File: config.mk
export PLATFORM = sky130hd
export DESIGN_NAME = ext_irq_sleep_ctrl
export DESIGN_NICKNAME = d
export VERILOG_FILES = /design/src/rtl/ext_irq_pkg.sv /design/src/rtl/eis_ctrl_reg.sv /design/src/rtl/eis_pin_sync.sv /design/src/rtl/eis_irq_sense.sv /design/src/rtl/eis_sleep_ctrl.sv /design/src/rtl/ext_irq_sleep_ctrl.sv
export SDC_FILE = /design/constraint.sdc
export NUM_CORES = 1
export LEC_CHECK = 0
export BUFFER_PORTS_ARGS = -buffer_cell sky130_fd_sc_hd__buf_2
export CAP_MARGIN = 20
export CELL_PAD_IN_SITES_DETAIL_PLACEMENT = 1
export CELL_PAD_IN_SITES_GLOBAL_PLACEMENT = 1
export CORE_AREA = 5 5 44 46
export DETAILED_ROUTE_END_ITERATION = 10
export DIE_AREA = 0 0 49 51
export GPL_TIMING_DRIVEN = 0
export PLACE_DENSITY = 0.79
export SLEW_MARGIN = 5
export SYNTH_ARGS = -nofsm -noshare
export SYNTH_HDL_FRONTEND = slang
export SYNTH_SLANG_ARGS = --single-unit
File: constraint.sdc
create_clock -name clk_i -period 2.8 [get_ports clk_i]
set_clock_uncertainty 0.2 [all_clocks]
set_input_delay 0.56 -clock clk_i [delete_from_list [all_inputs] [get_ports clk_i]]
set_output_delay 0.56 -clock clk_i [all_outputs]
set_load 0.05 [all_outputs]
File: src/rtl/ext_irq_pkg.sv
package ext_irq_pkg;
  localparam int unsigned REG_W = 8;

  localparam int unsigned BIT_SLEEP_EN   = 5;
  localparam int unsigned BIT_SLEEP_MODE = 4;
  localparam int unsigned BIT_SENSE_LO   = 0;
  localparam int unsigned SENSE_W        = 2;

  localparam logic [REG_W-1:0] WRITE_MASK = 8'h33;

  typedef enum logic [SENSE_W-1:0] {
    SENSE_LOW  = 2'b00,
    SENSE_RSVD = 2'b01,
    SENSE_FALL = 2'b10,
    SENSE_RISE = 2'b11
  } sense_e;
endpackage

File: src/rtl/eis_ctrl_reg.sv
module eis_ctrl_reg
  import ext_irq_pkg::*;
(
  input  logic             clk_i,
  input  logic             rst_ni,
  input  logic             we_i,
  input  logic [REG_W-1:0] wdata_i,
  output logic [REG_W-1:0] rdata_o,
  output logic             sleep_en_o,
  output logic             sleep_mode_o,
  output sense_e           sense_o,
  output logic             sense_chg_o
);
  logic [REG_W-1:0] reg_q;
  logic [REG_W-1:0] reg_d;

  assign reg_d = wdata_i & WRITE_MASK;

  always_ff @(posedge clk_i or negedge rst_ni) begin
    if (!rst_ni)   reg_q <= '0;
    else if (we_i) reg_q <= reg_d;
  end

  assign rdata_o      = reg_q;
  assign sleep_en_o   = reg_q[BIT_SLEEP_EN];
  assign sleep_mode_o = reg_q[BIT_SLEEP_MODE];
  assign sense_o      = sense_e'(reg_q[BIT_SENSE_LO +: SENSE_W]);
  // only a change of code discards a pending edge
  assign sense_chg_o  = we_i &&
                        (reg_d[BIT_SENSE_LO +: SENSE_W] != reg_q[BIT_SENSE_LO +: SENSE_W]);
endmodule

File: src/rtl/eis_pin_sync.sv
module eis_pin_sync #(
  parameter int unsigned SYNC_STAGES = 2,
  parameter bit          PIN_IDLE    = 1'b1
) (
  input  logic clk_i,
  input  logic rst_ni,
  input  logic pin_i,
  output logic pin_s_o,
  output logic rise_o,
  output logic fall_o
);
  localparam int unsigned MSB = SYNC_STAGES - 1;

  logic [MSB:0] sync_q;
  logic         prev_q;

  generate
    if (SYNC_STAGES == 1) begin : g_single
      always_ff @(posedge clk_i or negedge rst_ni) begin
        if (!rst_ni) sync_q <= PIN_IDLE;
        else         sync_q <= pin_i;
      end
    end else begin : g_chain
      always_ff @(posedge clk_i or negedge rst_ni) begin
        if (!rst_ni) sync_q <= {SYNC_STAGES{PIN_IDLE}};
        else         sync_q <= {sync_q[MSB-1:0], pin_i};
      end
    end
  endgenerate

  always_ff @(posedge clk_i or negedge rst_ni) begin
    if (!rst_ni) prev_q <= PIN_IDLE;
    else         prev_q <= sync_q[MSB];
  end

  assign pin_s_o = sync_q[MSB];
  assign rise_o  = sync_q[MSB] & ~prev_q;
  assign fall_o  = ~sync_q[MSB] & prev_q;
endmodule

File: src/rtl/eis_irq_sense.sv
module eis_irq_sense
  import ext_irq_pkg::*;
(
  input  logic   clk_i,
  input  logic   rst_ni,
  input  sense_e sense_i,
  input  logic   sense_chg_i,
  input  logic   pin_s_i,
  input  logic   rise_i,
  input  logic   fall_i,
  input  logic   gie_i,
  input  logic   mask_i,
  input  logic   ack_i,
  output logic   edge_hit_o,
  output logic   pending_o,
  output logic   irq_o
);
  logic pending_q;
  logic raw_req;

  always_comb begin
    unique case (sense_i)
      SENSE_FALL: edge_hit_o = fall_i;
      SENSE_RISE: edge_hit_o = rise_i;
      default:    edge_hit_o = 1'b0;
    endcase
  end

  // set dominates clear
  always_ff @(posedge clk_i or negedge rst_ni) begin
    if (!rst_ni)                       pending_q <= 1'b0;
    else if (edge_hit_o)               pending_q <= 1'b1;
    else if (ack_i || sense_chg_i)     pending_q <= 1'b0;
  end

  always_comb begin
    unique case (sense_i)
      SENSE_LOW:  raw_req = ~pin_s_i;
      SENSE_RSVD: raw_req = 1'b0;
      default:    raw_req = pending_q;
    endcase
  end

  assign pending_o = pending_q;
  assign irq_o     = gie_i & mask_i & raw_req;
endmodule

File: src/rtl/eis_sleep_ctrl.sv
module eis_sleep_ctrl (
  input  logic clk_i,
  input  logic rst_ni,
  input  logic cmd_i,
  input  logic en_i,
  input  logic mode_i,
  output logic idle_o,
  output logic pdown_o
);
  logic go;

  assign go = cmd_i & en_i;

  always_ff @(posedge clk_i or negedge rst_ni) begin
    if (!rst_ni) begin
      idle_o  <= 1'b0;
      pdown_o <= 1'b0;
    end else begin
      idle_o  <= go & ~mode_i;
      pdown_o <= go &  mode_i;
    end
  end
endmodule

File: src/rtl/ext_irq_sleep_ctrl.sv
module ext_irq_sleep_ctrl
  import ext_irq_pkg::*;
#(
  parameter int unsigned SYNC_STAGES = 2,
  parameter bit          PIN_IDLE    = 1'b1
) (
  input  logic       clk_i,
  input  logic       rst_ni,
  input  logic       reg_we_i,
  input  logic [7:0] reg_wdata_i,
  output logic [7:0] reg_rdata_o,
  input  logic       pin_i,
  input  logic       gie_i,
  input  logic       mask_i,
  input  logic       irq_ack_i,
  input  logic       sleep_cmd_i,
  output logic       irq_o,
  output logic       idle_req_o,
  output logic       pdown_req_o
);
  logic   sleep_en;
  logic   sleep_mode;
  sense_e sense;
  logic   sense_chg;
  logic   pin_s;
  logic   pin_rise;
  logic   pin_fall;
  logic   edge_hit;
  logic   pending;

  eis_ctrl_reg i_reg (
    .clk_i        (clk_i),
    .rst_ni       (rst_ni),
    .we_i         (reg_we_i),
    .wdata_i      (reg_wdata_i),
    .rdata_o      (reg_rdata_o),
    .sleep_en_o   (sleep_en),
    .sleep_mode_o (sleep_mode),
    .sense_o      (sense),
    .sense_chg_o  (sense_chg)
  );

  eis_pin_sync #(
    .SYNC_STAGES (SYNC_STAGES),
    .PIN_IDLE    (PIN_IDLE)
  ) i_sync (
    .clk_i   (clk_i),
    .rst_ni  (rst_ni),
    .pin_i   (pin_i),
    .pin_s_o (pin_s),
    .rise_o  (pin_rise),
    .fall_o  (pin_fall)
  );

  eis_irq_sense i_sense (
    .clk_i       (clk_i),
    .rst_ni      (rst_ni),
    .sense_i     (sense),
    .sense_chg_i (sense_chg),
    .pin_s_i     (pin_s),
    .rise_i      (pin_rise),
    .fall_i      (pin_fall),
    .gie_i       (gie_i),
    .mask_i      (mask_i),
    .ack_i       (irq_ack_i),
    .edge_hit_o  (edge_hit),
    .pending_o   (pending),
    .irq_o       (irq_o)
  );

  eis_sleep_ctrl i_sleep (
    .clk_i   (clk_i),
    .rst_ni  (rst_ni),
    .cmd_i   (sleep_cmd_i),
    .en_i    (sleep_en),
    .mode_i  (sleep_mode),
    .idle_o  (idle_req_o),
    .pdown_o (pdown_req_o)
  );
endmodule

## Word level (Yosys, flattened, before mapping)

Cells that the tools add are included.
W data, S select, Z words.

| cells by class | value |
|---|---|
| equal/unequal tests | 4 |
| muxes and demuxes | 4 |
| bitwise gates (word level) | 10 |
| reductions and logical operators | 4 |

Operator list:

| kind | count |
|---|---|
| $and A1 B1 Y1 | 7 |
| $eq A2 B2 Y1 const B | 2 |
| $pmux W1 S2 | 2 |
| $not A1 Y1 | 3 |
| $eq A2 B1 Y1 const B | 1 |
| $logic_not A2 Y1 | 1 |
| $mux W1 | 2 |
| $ne A2 B2 Y1 | 1 |
| $reduce_bool A2 Y1 | 1 |
| $logic_and A1 B1 Y1 | 1 |
| $logic_or A1 B1 Y1 | 1 |

| storage, ports and cells | value |
|---|---|
| bits in registers | 10 |
| input port bits | 16 |
| output and inout bits | 11 |
| logic and storage cells | 28 |

## Logic depth before layout (Yosys ltp)

| logic depth | value |
|---|---|
| depth in word-level cells | 5 |
| depth in mapped cells | 3 |
| mapped depth without buffers | 3 |

## Cells and area by module

From an unflattened synthesis, not the netlist that was laid out.

| second synthesis, totals | value |
|---|---|
| cells, all modules | 39 |
| area total of the unflattened synthesis | 467.9 um^2 |

By module, submodules not included:

| module | instances | cells each | area an instance (um^2) | sequential area each (um^2) |
|---|---|---|---|---|
| eis_ctrl_reg | 1 | 20 | 234.0 | 100.1 |
| eis_pin_sync | 1 | 5 | 93.8 | 78.8 |
| eis_irq_sense | 1 | 10 | 73.8 | 25.0 |
| eis_sleep_ctrl | 1 | 4 | 66.3 | 50.0 |

## Worst setup path before layout

No wires, ideal clock.

| timing | value |
|---|---|
| path kind | reg2out |
| from | reg i_reg.reg_q[0], in the netlist i_reg.rdata_o[0] |
| to | out irq_o |
| data arrival time | 1.550 ns |
| required time | 2.040 ns |
| path slack | 0.490 ns |
| cell stages (with the launch flop) | 4 |
| buffers on the path | 0 |
| cell sequence | dfrtp_1 -> nor3_1 -> a21oi_1 -> nor2_1 |

| between the ends | value |
|---|---|
| word-level cells in the longest chain between the ends | 3 |
| elaborated cells between the ends (all ways) | 4 |
| those cells by class | eq/ne: 1; mux: 1; bitwise: 1; reduce/logical: 1 |

RTL lines:

| item | RTL line | text |
|---|---|---|
| from (decl) | eis_ctrl_reg.sv:14 | `logic [REG_W-1:0] reg_q;` |
| from (signal assigned) | eis_ctrl_reg.sv:21 | `else if (we_i) reg_q <= reg_d;` |
| $eq A2 B1 Y1 / $logic_not A2 Y1 (equally long branches) | eis_irq_sense.sv:37 | `unique case (sense_i)` |
| $pmux W1 S2 * | eis_irq_sense.sv:37 |  |
| $and A1 B1 Y1 * | eis_irq_sense.sv:45 | `assign irq_o = gie_i & mask_i & raw_req;` |
| to (decl) | ext_irq_sleep_ctrl.sv:17 | `output logic irq_o,` |

Every way passes the cells marked *; elsewhere a longest branch is shown, timed or not.

## Worst setup path in the final report

Ends and elaborated chain as after synthesis.

==> results.yml <==
global_route:
  grt_pass1_wl_um: 1442
  grt_remaining_overflow: 0
  grt_pass1_vias: 346
  grt_max_degree: 11
  grt_usage: 0.07494
  antenna_found_initial: 0
detailed_routing:
  vias: 331
  drtIter0Drc: 2
  wirelength_um: 879
  vias_per_cell: 4.244
  drc: 0
  ant_nets: 0
  wl_per_cell_um: 11.27
  firstDrtPassIters: 2
synth:
  yosysTopAreaCell: "dfrtp_1"
  synth_mux_area_frac: 0.1034
  synth_area_um2: 435.4
  avgSynthCellArea_um2: 12.09
  synth-xor-area-share: 0.04023
  synth.distinct_cells: 17
  synth_simple_gate_area_frac: 0.1063
  synth_compound_area_frac: 0.05460
  synthTopCellsByArea: "dfrtp_1 (40%), dfstp_2 (18%), buf_4 (10%)"
  synth_top_family_by_area: "simple AND/OR/NAND/NOR gates"
  synth_top_area_frac: 0.4023
  yosys_warnings: 0
  ys_seq_elements: 10
  ys_seq_area_frac: 0.5833
  synth-adder-area-share: 0
  synthCells: 36
floorplan:
  core_area_um2: 1471
  fp.dieH_um: 51
  pin_count: 27
  start_util: 0.2959
  die_x_um: 49
  row_count: 14
  die_area_um2: 2499
power_and_ir_drop:
  p_leak_nw: 0.3152
  total_power_mw: 0.3812
  irDropWorstVdd_mv: 0.2577
  p_per_area_nw_per_um2: 632.2
sta:
  final_max_slew_viol_count: 0
  setup_viol: 0
  layout_min_cycle_time_ns: 2.074
  grt_setup_unrepaired: "false"
  max_freq_ghz: 0.4823
  timing.final.crit_share: 0.7405
  timing.hold.ws_ns: 0.1588
  finalSetupTns_ns: 0
  hold_viol: 0
outcome:
  outcome: "completed"
clock_tree:
  cts.clk_slew.worst_paths_ns: 0.07
  clockRootBuffer: "clkbuf_4"
  ctsResizeCount: 0
  clkLatencyLatePin_ns: 0.26
  clkSinkCount: 10
  tritoncts: "done"
  numCtsBuffers: 3
  cts_buffer_depth: 2
  h-tree-depth: 1
cells_and_area:
  regArea_um2: 254.0
  utilization: 0.4099
  finalNonFillerCells: 78
  num-fill-cells: 189
  syn2layout_area_growth_pct: 38.51
  multi_input_area_um2: 147.6
  antenna_cells: 0
  finalNetCount: 79
  drive_gt1_frac: 0.5000
worst_setup_path:
  worstSetupPathType: "flip-flop to primary output"
  cp_max_fo: 6
  cp-start-kind: "flip-flop"
  required_ns: 2.04
  end_kind: "primary output"
  arrival_ns: 1.31
run:
  max_cap_violations: 0
worst_hold_path:
  hp-class: "flip-flop to flip-flop"
placement:
  dp.cells: 73
  io_buffers: 18
  gp_congestion: 0.6992
Yosys cell counts:
| cell | count |
|---|---|
| dfrtp_1 | 7 |
| conb_1 | 1 |
| a21oi_1 | 1 |
| xor2_1 | 2 |
| dfstp_2 | 3 |
| nor2b_1 | 1 |
| a22o_1 | 1 |
| buf_4 | 6 |
| o21ai_0 | 1 |
| o21ai_1 | 1 |
| nand3b_1 | 1 |
| and3_1 | 1 |
| nor2_1 | 2 |
| nand2b_1 | 1 |
| mux2_1 | 4 |
| nor3_1 | 1 |
| nand2_1 | 2 |
power by group:
part           switching (mW)  total, mW  leakage [nW]  internal, mW
Combinational          0.0582     0.0875         0.176        0.0293
Sequential            0.00991      0.167         0.119         0.158
Clock                  0.0476      0.126        0.0210        0.0788
Total                   0.116      0.381         0.315         0.266
per-stage QoR:
step	cell area (µm²)	setup slack [ns]
floorplan	446.7	0.4900
global placement	556.8	1.021
detailed placement	556.8	1.004
CTS	603.1	0.7119
global route	603.1	0.6237
finish	603.1	0.7265
repair_timing:
item                      in CTS  in global routing
hold endpoints to repair       7                  0
hold buffers                   1                  0
buffers inserted               0                  0
worst max-delay path, cell delays in order, from the launching register on:
cell and delay (ns):
dfrtp_1 0.45, nor3_1 0.21, a21oi_1 0.06, nor2_1 0.08, buf_2 0.27
kinds of logic (layout without fill, tap and decap cells):
logic type                Yosys count  after routing
xor gates and xnor gates            2              2
and+or+nand+nor                     9              9
AOI/OAI and AO/OA                   4              4
DFF                                10             10
other                               1              4
buffers and inverters               6             29
muxes                               4              4
state kept, by name, summed over array words and instances, names as in the netlist:
register	count
i_sleep.idle_o	1
i_sync.prev_q	1
i_sync.sync_q	2
i_sense.pending_o	1
i_reg.rdata_o	4
i_sleep.pdown_o	1
final cells by class:
class / count / area share
Multi-Input combinational cell: 23 / 0.2448
Tap cell: 16 / 0.03320
Sequential cell: 10 / 0.4212
Buffer: 6 / 0.07469
Timing Repair Buffer: 19 / 0.1660
Clock buffer: 4 / 0.06017
placed cells by master (no fill, tap or decap):
| master | n |
|---|---|
| nor3_1 | 1 |
| nor2_1 | 2 |
| xor2_1 | 2 |
| dfstp_2 | 3 |
| dfrtp_1 | 7 |
| nor2b_1 | 1 |
| nand2b_1 | 1 |
| conb_1 | 4 |
| buf_4 | 6 |
| buf_2 | 18 |
| dlygate4sd3_1 | 1 |
| a21oi_1 | 1 |
| o21ai_1 | 1 |
| nand3b_1 | 1 |
| a22o_1 | 1 |
| clkbuf_8 | 1 |
| o21ai_0 | 1 |
| clkbuf_4 | 3 |
| mux2_1 | 4 |
| nand2_1 | 2 |
| and3_1 | 1 |
metal layers:
layer	track usage	routed length, µm
met1	0.07957	341
met2	0.1261	461
met4	0.02691	0
met5	0	0
met3	0.04070	77
worst paths after layout:
kind	start	to	slack, ns	cells after the start
max	i_reg.rdata_o[0]	irq_o	0.73	4
min	i_sync.sync_q[0]	i_sync.sync_q[1]	0.16	0
max reg2reg	i_sync.sync_q[1]	i_sense.pending_o	1.53	3
min reg2reg	i_sync.sync_q[0]	i_sync.sync_q[1]	0.16	0
max in group asynchronous	rst_ni	i_sync.prev_q	1.66	2
min in group asynchronous	rst_ni	i_reg.rdata_o[1]	0.48	2
Power figures use the tool's default switching activity.
